### config.mk
export PLATFORM = sky130hd
export DESIGN_NAME = muxBusMaster
export DESIGN_NICKNAME = d
export VERILOG_FILES = /design/src/rtl/muxBusPkg.sv /design/src/rtl/muxBusCtrl.sv /design/src/rtl/muxBusDatapath.sv /design/src/rtl/muxBusMaster.sv
export SDC_FILE = /design/constraint.sdc
export NUM_CORES = 1
export LEC_CHECK = 0
export CAP_MARGIN = 5
export CORE_ASPECT_RATIO = 1.5
export CORE_MARGIN = 5
export CORE_UTILIZATION = 46
export DETAILED_ROUTE_END_ITERATION = 7
export GPL_TIMING_DRIVEN = 0
export PLACE_DENSITY_LB_ADDON = 0.15
export SYNTH_ARGS = -nofsm -noshare
export SYNTH_HDL_FRONTEND = slang
export SYNTH_SLANG_ARGS = --single-unit
### constraint.sdc
create_clock -name clk -period 3.8 [get_ports clk]
set_input_delay 1.14 -clock clk [delete_from_list [all_inputs] [get_ports clk]]
set_output_delay 1.14 -clock clk [all_outputs]
set_load 0.05 [all_outputs]
### src/rtl/muxBusPkg.sv
package muxBusPkg;

  typedef enum logic [1:0] {
    ST_IDLE = 2'd0,
    ST_BUSY = 2'd1,
    ST_GAP  = 2'd2
  } ctlState_t;

  // strobes handed from control to datapath, already aligned to the current tick
  typedef struct packed {
    logic active;
    logic cs;
    logic adv;
    logic we;
    logic oe;
    logic addrPhase;
    logic capture;
    logic done;
    logic isWrite;
  } busStrb_t;

endpackage

### src/rtl/muxBusCtrl.sv
module muxBusCtrl
  import muxBusPkg::*;
#(
  parameter int TICK_W   = 4,
  parameter int IDLE_GAP = 1
) (
  input  logic              clk,
  input  logic              rstN,
  input  logic              reqValid,
  input  logic              reqWrite,
  output logic              reqReady,
  output logic              accept,
  input  logic [TICK_W-1:0] cfgCsOn,
  input  logic [TICK_W-1:0] cfgCsOff,
  input  logic [TICK_W-1:0] cfgAdvOff,
  input  logic [TICK_W-1:0] cfgStrbOn,
  input  logic [TICK_W-1:0] cfgStrbOff,
  input  logic [TICK_W-1:0] cfgCapTick,
  input  logic [TICK_W-1:0] cfgCycLen,
  output busStrb_t          strb
);

  localparam int GAP_W = (IDLE_GAP > 2) ? $clog2(IDLE_GAP) : 1;
  localparam logic [GAP_W-1:0] GAP_LOAD = GAP_W'((IDLE_GAP > 1) ? IDLE_GAP - 2 : 0);

  ctlState_t         state, nState;
  logic [TICK_W-1:0] tick, nTick;
  logic [GAP_W-1:0]  gapCnt, nGap;
  logic              isWrite, nWrite;
  busStrb_t          nStrb;

  function automatic logic inWin(input logic [TICK_W-1:0] t,
                                 input logic [TICK_W-1:0] on,
                                 input logic [TICK_W-1:0] off);
    return (off > on) && (t >= on) && (t < off);
  endfunction

  function automatic logic isLast(input logic [TICK_W-1:0] t,
                                  input logic [TICK_W-1:0] len);
    return ({1'b0, t} + (TICK_W+1)'(1)) >= {1'b0, len};
  endfunction

  assign reqReady = (state == ST_IDLE);
  assign accept   = reqReady && reqValid;

  always_comb begin
    nState = state;
    nTick  = tick;
    nGap   = gapCnt;
    nWrite = isWrite;
    case (state)
      ST_IDLE: if (reqValid) begin
        nState = ST_BUSY;
        nTick  = '0;
        nWrite = reqWrite;
      end
      ST_BUSY: if (isLast(tick, cfgCycLen)) begin
        nTick = '0;
        if (IDLE_GAP > 1) begin
          nState = ST_GAP;
          nGap   = GAP_LOAD;
        end else begin
          nState = ST_IDLE;
        end
      end else begin
        nTick = tick + TICK_W'(1);
      end
      ST_GAP: if (gapCnt == '0) nState = ST_IDLE;
              else nGap = gapCnt - GAP_W'(1);
      default: nState = ST_IDLE;
    endcase
  end

  // decode the strobes for the tick that starts at the next edge
  always_comb begin
    logic busy;
    busy              = (nState == ST_BUSY);
    nStrb.active      = busy;
    nStrb.isWrite     = busy && nWrite;
    nStrb.cs          = busy && inWin(nTick, cfgCsOn, cfgCsOff);
    nStrb.adv         = busy && inWin(nTick, '0, cfgAdvOff);
    nStrb.addrPhase   = nStrb.adv;
    nStrb.we          = busy && nWrite && inWin(nTick, cfgStrbOn, cfgStrbOff);
    nStrb.oe          = busy && !nWrite && inWin(nTick, cfgStrbOn, cfgStrbOff);
    nStrb.capture     = busy && !nWrite && (nTick == cfgCapTick);
    nStrb.done        = busy && isLast(nTick, cfgCycLen);
  end

  always_ff @(posedge clk or negedge rstN) begin
    if (!rstN) begin
      state   <= ST_IDLE;
      tick    <= '0;
      gapCnt  <= '0;
      isWrite <= 1'b0;
      strb    <= '0;
    end else begin
      state   <= nState;
      tick    <= nTick;
      gapCnt  <= nGap;
      isWrite <= nWrite;
      strb    <= nStrb;
    end
  end

  AST_START_AT_ZERO: assert property (@(posedge clk) disable iff (!rstN)
    accept |=> (tick == '0) && strb.active);
  AST_TICK_IN_RANGE: assert property (@(posedge clk) disable iff (!rstN)
    (state == ST_BUSY) |-> (({1'b0, tick} < {1'b0, cfgCycLen}) || (tick == '0)));
  AST_STROBE_EXCL: assert property (@(posedge clk) disable iff (!rstN)
    !(strb.we && strb.oe));
  AST_IDLE_QUIET: assert property (@(posedge clk) disable iff (!rstN)
    (state != ST_BUSY) |=> !strb.active || $past(state == ST_IDLE));

endmodule

### src/rtl/muxBusDatapath.sv
module muxBusDatapath
  import muxBusPkg::*;
#(
  parameter int AD_W = 16
) (
  input  logic            clk,
  input  logic            rstN,
  input  logic            accept,
  input  logic [AD_W-1:0] reqAddr,
  input  logic [AD_W-1:0] reqWdata,
  input  busStrb_t        strb,
  output logic            rspValid,
  output logic [AD_W-1:0] rspData,
  output logic            csN,
  output logic            advN,
  output logic            weN,
  output logic            oeN,
  output logic [AD_W-1:0] adOut,
  output logic            adOe,
  input  logic [AD_W-1:0] adIn
);

  logic [AD_W-1:0] addrQ, dataQ;

  always_ff @(posedge clk or negedge rstN) begin
    if (!rstN) begin
      addrQ    <= '0;
      dataQ    <= '0;
      rspValid <= 1'b0;
      rspData  <= '0;
    end else begin
      if (accept) begin
        addrQ <= reqAddr;
        dataQ <= reqWdata;
      end
      if (strb.capture) rspData <= adIn;
      rspValid <= strb.done && !strb.isWrite;
    end
  end

  assign csN  = ~strb.cs;
  assign advN = ~strb.adv;
  assign weN  = ~strb.we;
  assign oeN  = ~strb.oe;
  assign adOe = strb.active && (strb.isWrite || strb.addrPhase);

  always_comb begin
    if (!strb.active)        adOut = '0;
    else if (strb.addrPhase) adOut = addrQ;
    else if (strb.isWrite)   adOut = dataQ;
    else                     adOut = '0;
  end

  AST_RSP_ONE_CLOCK: assert property (@(posedge clk) disable iff (!rstN)
    rspValid |=> !rspValid);
  AST_RSP_HOLD: assert property (@(posedge clk) disable iff (!rstN)
    !$past(strb.capture) |-> $stable(rspData));

endmodule

### src/rtl/muxBusMaster.sv
module muxBusMaster
  import muxBusPkg::*;
#(
  parameter int AD_W     = 16,
  parameter int TICK_W   = 4,
  parameter int IDLE_GAP = 1
) (
  input  logic              clk,
  input  logic              rstN,
  input  logic              reqValid,
  output logic              reqReady,
  input  logic              reqWrite,
  input  logic [AD_W-1:0]   reqAddr,
  input  logic [AD_W-1:0]   reqWdata,
  output logic              rspValid,
  output logic [AD_W-1:0]   rspData,
  input  logic [TICK_W-1:0] cfgCsOn,
  input  logic [TICK_W-1:0] cfgCsOff,
  input  logic [TICK_W-1:0] cfgAdvOff,
  input  logic [TICK_W-1:0] cfgStrbOn,
  input  logic [TICK_W-1:0] cfgStrbOff,
  input  logic [TICK_W-1:0] cfgCapTick,
  input  logic [TICK_W-1:0] cfgCycLen,
  output logic              csN,
  output logic              advN,
  output logic              weN,
  output logic              oeN,
  output logic [AD_W-1:0]   adOut,
  output logic              adOe,
  input  logic [AD_W-1:0]   adIn
);

  busStrb_t strb;
  logic     accept;

  muxBusCtrl #(.TICK_W(TICK_W), .IDLE_GAP(IDLE_GAP)) uCtrl (
    .clk(clk), .rstN(rstN), .reqValid(reqValid), .reqWrite(reqWrite),
    .reqReady(reqReady), .accept(accept),
    .cfgCsOn(cfgCsOn), .cfgCsOff(cfgCsOff), .cfgAdvOff(cfgAdvOff),
    .cfgStrbOn(cfgStrbOn), .cfgStrbOff(cfgStrbOff),
    .cfgCapTick(cfgCapTick), .cfgCycLen(cfgCycLen), .strb(strb)
  );

  muxBusDatapath #(.AD_W(AD_W)) uData (
    .clk(clk), .rstN(rstN), .accept(accept),
    .reqAddr(reqAddr), .reqWdata(reqWdata), .strb(strb),
    .rspValid(rspValid), .rspData(rspData),
    .csN(csN), .advN(advN), .weN(weN), .oeN(oeN),
    .adOut(adOut), .adOe(adOe), .adIn(adIn)
  );

  AST_READY_PINS_IDLE: assert property (@(posedge clk) disable iff (!rstN)
    reqReady |-> (csN && advN && weN && oeN && !adOe));
  AST_RELEASED_AFTER_ADDR: assert property (@(posedge clk) disable iff (!rstN)
    (!oeN && advN) |-> !adOe);

endmodule

== Yosys cells after proc, flatten, opt, wreduce, memory -nomap -nowiden ==
Index checks and enable logic that the tools add are counted.

* Input bits: 80
* Word-level logic and storage cells: 73
* Register bits after elaboration: 65

* Add/sub/neg operators: 4
* Magnitude comparators: 11
* Reduce and logical (&&, ||, !) cells: 21
* Mux-type cells: 13
* Eq/ne operators: 4
* Bitwise logic cells: 4

{| class="wikitable"
|+ Operator list
! cell !! count
|-
| $mux 16 || 3
|-
| $logic_and 1x1->1 || 17
|-
| $lt 4x4->1 || 3
|-
| $add 4x1->5 const B || 2
|-
| $ge 5x4->1 || 2
|-
| $ge 4x4->1 || 2
|-
| $gt 4x4->1 || 2
|-
| $mux 4 || 2
|-
| $pmux 4 s2 || 1
|-
| $mux 2 || 3
|-
| $pmux 2 s3 || 1
|-
| $add 4x1->4 const B || 1
|-
| $eq 2x1->1 const B || 2
|-
| $eq 4x4->1 || 1
|-
| $ge 4x1->1 const B || 1
|-
| $gt 4x1->1 const B || 1
|-
| $not 1->1 || 4
|-
| $mux 1 || 3
|-
| $eq 2x2->1 const B || 1
|-
| $logic_not 1->1 || 2
|-
| $logic_not 2->1 || 1
|-
| $logic_or 1x1->1 || 1
|-
| $sub 1x1->1 const B || 1
|}

== Logic depth before layout (Yosys ltp) ==
Gate-level depths: netlist of the first run.

* Word-level depth: 8
* Mapped depth: 15
* Mapped depth without buffers: 15

== By module ==
Synthesis of the first run repeated with hierarchy kept, for this count alone.

* Cell total of the unflattened synthesis: 313
* Area total of the unflattened synthesis: 3,631.0 um2

{| class="wikitable"
|+ Modules (own cells, without submodules)
! module !! cells an instance !! times used !! sequential area each (um2) !! area each (um2)
|-
| muxBusDatapath || 135 || 1 || 1,226.2 || 2,080.7
|-
| muxBusCtrl || 178 || 1 || 375.4 || 1,550.2
|}

== Least setup slack after synthesis of the first run ==
Ideal clock, no wire load.

* Kind: in2reg
* From: input port cfgCycLen[0]
* To: register uCtrl.strb[1] (netlist name)
* Stages on the path: 12
* Path buffers: 0
* Setup time: 0.127 ns
* Arrival: 3.473 ns
* Path slack: 0.199 ns
* Cells stage by stage: ha_1 > nand2b_1 > a211oi_2 > o21ai_2 > o21ai_0 > and2_1 > ha_1 > ha_1 > a21o_1 > a21o_1 > a21oi_1 > a21oi_1

{| class="wikitable"
|+ RTL lines
! what !! line !! RTL
|-
| start, declared || muxBusMaster.sv:23 || <nowiki>input logic [TICK_W-1:0] cfgCycLen,</nowiki>
|}

==> impl_metrics.ini, run 1 <==
[status]
outcome = finished clean

[global_route]
grt_pass1_wl_mm = 15.4
globalRouteTotalUtil = 0.206
grt_overflow_total = 0
number_of_global_route_vias_before_repair = 3380
grt_start_max_net_pins = 65
initial_antenna_violation_count = 0

[route]
first_pass_iters = 6
route.final.wire_length_mm = 9.60
drt-initial-drc-count = 150
remaining_drc_errors = 0
post_drt_via_cell_ratio = 5.10
drt_wl_cell_um = 15.2
detailroute.via_count = 3225
ant_nets = 0

[final_layout]
final_common_cell = clkdlybuf4s50_1
fin_util = 0.700
sequential_cell_area_um2 = 1600
post_route_cells_drive_above_1_share = 0.123
most-common-layout-cells = clkdlybuf4s50_1, nand2_1, dfrtp_1, inv_1, ha_1
n_fill_cell = 634
multi_input_area_um2 = 1880
antenna_cells = 0
final_nets = 638
layout-area-overhead-vs-synth_pct = 48.7

[placed_design]
place.detailed.hpwl_mm = 7.23
port_buffers = 118
globalplace.congestion = 0.843

[yosys]
synthesis.instances = 387
synth_area_leader_cell = dfrtp_1
synth-warning-count = 0
synth.net_count = 500
ys_async_sr_fraction = 1.00
dominant_combinational_cell_family_by_area_after_synthesis = simple AND/OR/NAND/NOR gates
synth_area_um2 = 3610
synthDominantCellAreaShare = 0.444
ys_types = 44
mapped_avg_cell_area_um2 = 9.32
synth-simple-area-share = 0.188
yosysSeqAreaShare = 0.444
xor_xnor_portion_of_the_synthesized_cell_area = 0.0146
synth-edff-count = 0
adder_cell_area_share_of_the_yosys_netlist = 0.115
ys_ff_latch = 64
synth_area_leaders = dfrtp_1, ha_1, nand2_1
yosys_most_used_dff = dfrtp_1
synth_compound_gate_area_share = 0.132
post_synth_mux_area_share = 0.0538

[floorplan]
floorplan.initialDensity = 0.471
die_w_um = 82.3
design.core.area_um2 = 7660
placement_rows = 39
ios = 119
die_height_um = 118
die-area_um2 = 9750

[critical_path]
critical-path-slowest-cell = clkdlybuf4s50_1
cp_max_fo = 6
kind_of_end_point_of_the_critical_path = flop
criticalPathCategory = in -> reg
crit_required_ns = 3.99
max_stage_delay_ns = 0.49
crit_top_cell = ha_1
cp_cell_sequence = clkdlybuf4s50_1 -> ha_1 -> nand2b_4 -> a211oi_4 -> o21ai_4 -> o21ai_2 -> and2_4 -> ha_1 -> ha_1 -> a21o_1 -> a21o_1 -> a21oi_1 -> a21oi_1
type_of_element_launching_the_critical_path = primary input
worst_ep_arrival_time_ns = 3.97

[timing]
rsz_0062_raised_after_global_routing = true
hold_slack_ns = 0.467
post-route-min-period_ns = 3.78
worst_clock_skew_ns = 0.00477
post-route-period-util = 0.995
slew_of_the_pin_with_the_lowest_slew_margin_ns = 0.794
report.final.hold_viol_count = 0
timing.fmax_ghz = 0.265
max_slew_margin = 0.471
finalSetupViolations = 0
maxSlewViolCount = 0

[clocking]
cts_tree = done
insertion_delay_ns = 0.33
cts_max_level = 3
cts-buffers-inserted = 9
clock-root-buffer = clkbuf_16
cts.sink_count = 64
cts_hold_repair.buffers = 0
cts_buffer_depth = 2
clk_pin_slew_ns = 0.05

[worst_hold_path]
timing.hold.worst.class = reg -> reg

[job]
max_cap_viol_count = 0

[power]
netSwitchingFraction = 0.378
ir_worst_vdd_mv = 0.298
comb_pwr_share = 0.446
power_per_cell_area_nw_per_um2 = 608
clkPwrFrac = 0.249
total_leakage_power_uw = 0.00258
seq_power_share = 0.305
net-switching-power_uw = 1230
cell_internal_pwr_uw = 2030
-- kinds of logic after synthesis --
| logic type | count (synthesis) |
|---|---|
| muxes | 17 |
| adders and majority gates | 33 |
| other | 1 |
| AOI/OAI and AO/OA | 63 |
| and+or+nand+nor | 153 |
| DFF | 64 |
| xor gates and xnor gates | 6 |
| buffers and inverters | 50 |
-- worst max-delay path: cells and delay by family --
kind | cells | cell delay, ns
compound gates | 7 | 1.21
fa+ha+maj | 3 | 0.75
buf+inv | 1 | 0.49
simple gates | 2 | 0.37
-- sequential cells by signal (all words and copies together), names as in the netlist --
signal          cells
uData.rspData      16
uData.dataQ        16
uData.rspValid      1
uCtrl.tick          4
uCtrl.isWrite       1
uCtrl.state         2
uCtrl.strb          8
uData.addrQ        16
-- cell usage after synthesis (4+ instances only) --
cell,number
ha_1,33
a21oi_1,13
xor2_1,4
inv_1,36
nor2b_1,19
nor2_1,8
a22oi_1,15
o21ai_0,8
nand2_1,103
a21o_1,6
nand2b_1,4
clkbuf_1,9
dfrtp_1,64
mux2_2,16
nand3_1,7
-- final timing paths --
path	startpoint	end	slack, ns	cells past startpoint
max in group asynchronous	rstN	uData.addrQ[5]	2.38	1
worst max register to register	uCtrl.tick[0]	uCtrl.strb[1]	0.43	13
worst min-delay path	uCtrl.strb[1]	uData.rspValid	0.47	1
worst min register to register	uCtrl.strb[1]	uData.rspValid	0.47	1
min in group asynchronous	rstN	uData.rspData[15]	0.90	1
worst max-delay path	cfgCycLen[0]	uCtrl.strb[1]	0.02	13
-- layer usage --
layer,global-route usage,part of all wire,routed length (µm)
met1,0.219,0.37,3560
met5,0,0,0
met4,0.0884,0.028,269
met3,0.0419,0.060,578
met2,0.376,0.54,5190
-- through the flow --
| stage | total power (µW) | setup slack (ns) | instances | setup TNS, ns | cell area [µm²] |
|---|---|---|---|---|---|
| floorplan | 1850 | 0.199 | 387 | 0 | 3610 |
| global placement | 2270 | -0.663 | 607 | -33.40 | 4910 |
| detailed placement | 2310 | -0.684 | 607 | -2.61 | 4910 |
| CTS | 3210 | -0.0104 | 627 | -0.0104 | 5280 |
| global route | 3450 | -0.113 | 632 | -0.266 | 5360 |
| finish | 3260 | 0.0207 | 632 | 0 | 5360 |
-- what timing repair did --
| item | CTS | global route |
|---|---|---|
| setup buffers | 4 | 5 |
| resized for setup | 9 | 10 |
| setup endpoints to repair | 15 | 15 |
| pin swaps | 2 | 7 |
-- final cells by class --
| cell class | instances | area share |
|---|---|---|
| clock buffer | 13 | 0.0485 |
| tap | 102 | 0.0238 |
| inverter | 37 | 0.0259 |
| buffer | 13 | 0.00980 |
| clock inverter | 3 | 0.00747 |
| sequential | 64 | 0.299 |
| multi-input combinational | 273 | 0.351 |
| timing repair buffer | 127 | 0.235 |
-- power groups by stage --
stage	clock (µW)	combinational, µW	sequential, µW
3_3_place_gp	0	1280	989
4_1_cts	828	1390	993
6_report	813	1450	993
2_1_floorplan	0	639	1220
5_1_grt	859	1570	1020
3_5_place_dp	0	1310	1000
No activity file was read; power rests on OpenSTA's default activity.
==> run 2, diff against run 1 <==
--- a/config.mk
+++ b/config.mk
@@ -8,7 +8,7 @@
 export CAP_MARGIN = 5
 export CORE_ASPECT_RATIO = 1.5
 export CORE_MARGIN = 5
-export CORE_UTILIZATION = 46
+export CORE_UTILIZATION = 42
 export DETAILED_ROUTE_END_ITERATION = 7
 export GPL_TIMING_DRIVEN = 0
 export PLACE_DENSITY_LB_ADDON = 0.15
==> constraint.sdc (replaced) <==
create_clock -name clk -period 3.4 [get_ports clk]
set_input_delay 1.02 -clock clk [delete_from_list [all_inputs] [get_ports clk]]
set_output_delay 1.02 -clock clk [all_outputs]
set_load 0.05 [all_outputs]
==> impl_metrics.ini, run 2 (synthesis gave the netlist of run 1 again) <==
[final_layout]
antenna_cells = 0
reg.largest.list = uData.addrQ: 16 flops, uData.dataQ: 16 flops, uData.rspData: 16 flops
n_fill_cell = 724
finish.instance_area_um2 = 5500
most-common-layout-cells = nand2_1, clkdlybuf4s50_1, dfrtp_1, inv_1, ha_1
final_nets = 647
layout-area-overhead-vs-synth_pct = 52.5
post_route_cells_drive_above_1_share = 0.165

[critical_path]
type_of_element_launching_the_critical_path = primary input
worst_path_dominant_cell_family = buffers and inverters
cp_max_fo = 4
crit_cells = 14
worst_ep_arrival_time_ns = 3.53
max_stage_delay_ns = 0.47
critical-path-slowest-cell = clkdlybuf4s50_1
crit_required_ns = 3.59
crit_top_cell = buf_4
kind_of_end_point_of_the_critical_path = flop
criticalPathCategory = in -> reg
worst_r2r_path_depth = 14
cp_cell_sequence = clkdlybuf4s50_1 -> inv_2 -> ha_4 -> a211oi_4 -> buf_4 -> o2111ai_2 -> o211ai_1 -> buf_4 -> buf_6 -> xor2_1 -> ha_1 -> a21o_1 -> a21oi_2 -> a21oi_1
timing.critical_path.buf_inv = 5

[timing]
fin_setup_tns_ns = 0
finalSetupViolations = 0
maxSlewViolCount = 0
slew_of_the_pin_with_the_lowest_slew_margin_ns = 0.801
hold_slack_ns = 0.474
worst_clock_skew_ns = 0.00210
max_slew_margin = 0.466
report.final.hold_viol_count = 0
timing.fmax_ghz = 0.299
setup_slack_ns = 0.0578
post-route-period-util = 0.983
post-route-min-period_ns = 3.34

[route]
drt_wl_cell_um = 15.4
route.final.wire_length_mm = 9.94
first_pass_iters = 4
remaining_drc_errors = 0
detailroute.via_count = 3219
post_drt_via_cell_ratio = 4.99
ant_nets = 0
drt-initial-drc-count = 99

[global_route]
gr-max-usage-layer = met2
number_of_global_route_vias_before_repair = 3370
grt_start_max_net_pins = 65
grt_pass1_wl_mm = 15.8
globalRouteTotalUtil = 0.191
globalRouteMet1Util = 0.203
initial_antenna_violation_count = 0
grt.met2_usage = 0.360
grt_overflow_total = 0
gr-usage-met3 = 0.0413

[floorplan]
die_w_um = 85.7
die-area_um2 = 10600
ios = 119
design.core.area_um2 = 8410
placement_rows = 41
die_height_um = 123
floorplan.initialDensity = 0.429

[power]
clkPwrFrac = 0.221
net-switching-power_uw = 1440
cell_internal_pwr_uw = 2280
power_per_cell_area_nw_per_um2 = 676
ir_worst_vdd_mv = 0.375
total_leakage_power_uw = 0.00267
seq_power_share = 0.298
netSwitchingFraction = 0.386
comb_pwr_share = 0.481
p_total_uw = 3720

[placed_design]
place.detailed.hpwl_mm = 7.23
dpl_worst_slack_ns = -0.892
dpl_cell_area_um2 = 4920
port_buffers = 118
globalplace.congestion = 0.839

[clocking]
cts_buffer_depth = 2
insertion_delay_ns = 0.32
cts-buffers-inserted = 9
cts.sink_count = 64
cts_tree = done
cts_max_level = 3
clock-root-buffer = clkbuf_16
clk_pin_slew_ns = 0.05

[status]
outcome = finished clean

[job]
max_cap_viol_count = 0

[worst_hold_path]
timing.hold.worst.class = reg -> reg
worstHoldPathCells = 2
==> run 2: changes by cell type in the layout (fill, tap and decap cells not counted), moves of 5 or more <==
| cell | change |
|---|---|
| buf_4 | +9 |
| clkdlybuf4s50_1 | -14 |
| dlygate4sd2_1 | +12 |
| ha_1 | -6 |
| ha_4 | +5 |
==> run 2: final cells by class <==
cell class	count	area, µm²	area share
multi-input cells	273	2000	0.363
flip-flops and latches	64	1600	0.291
inverters	37	139	0.0253
well taps	107	134	0.0244
plain buffers	13	53.8	0.00979
repair buffers	136	1310	0.237
clock buffers	15	268	0.0487
==> run 2: tightest hold or removal path, cell delays in order (launching register included) <==
cell	delay (ns)
dfrtp_1	0.34
nand2_1	0.05
nand2_1	0.06
==> run 2: path summary, 6_finish.rpt <==
check                                     start           endpoint  slack (ns)
worst max-delay path               cfgCycLen[2]      uCtrl.strb[1]        0.06
worst min-delay path            uData.dataQ[14]    uData.dataQ[14]        0.47
worst max register to register    uCtrl.tick[2]      uCtrl.strb[1]        0.13
worst min register to register  uData.dataQ[14]    uData.dataQ[14]        0.47
max in group asynchronous                  rstN     uData.addrQ[4]        2.08
min in group asynchronous                  rstN  uData.rspData[11]        0.77
==> run 2: routing by layer <==
metal | part of all wire | wire length (µm) | vias to the layer above
met5 | 0 | 0 | -
met4 | 0.025 | 249 | 0
met3 | 0.051 | 505 | 17
met2 | 0.55 | 5450 | 92
met1 | 0.38 | 3740 | 1519
li1 | - | - | 1591
==> run 2: through the flow <==
step                       util  std cells
after floorplan               -        387
after global placement    0.585        612
after detailed placement  0.585        612
after CTS                 0.633        636
after global routing      0.653        645
final                     0.653        645
==> run 2: power groups by stage <==
| stage | Sequential [µW] | Clock, µW | Combinational [µW] |
|---|---|---|---|
| 3_5_place_dp | 1120 | 0 | 1480 |
| 6_report | 1110 | 824 | 1790 |
| 3_3_place_gp | 1110 | 0 | 1450 |
| 2_1_floorplan | 1360 | 0 | 717 |
| 5_1_grt | 1130 | 881 | 1930 |
| 4_1_cts | 1110 | 840 | 1640 |
==> run 2: timing repair <==
item                                    CTS  global route
hold buffers                              0             0
setup buffers                             9             9
pin swaps                                11            16
endpoints found under the setup margin   17             6
resized for setup                        33            24
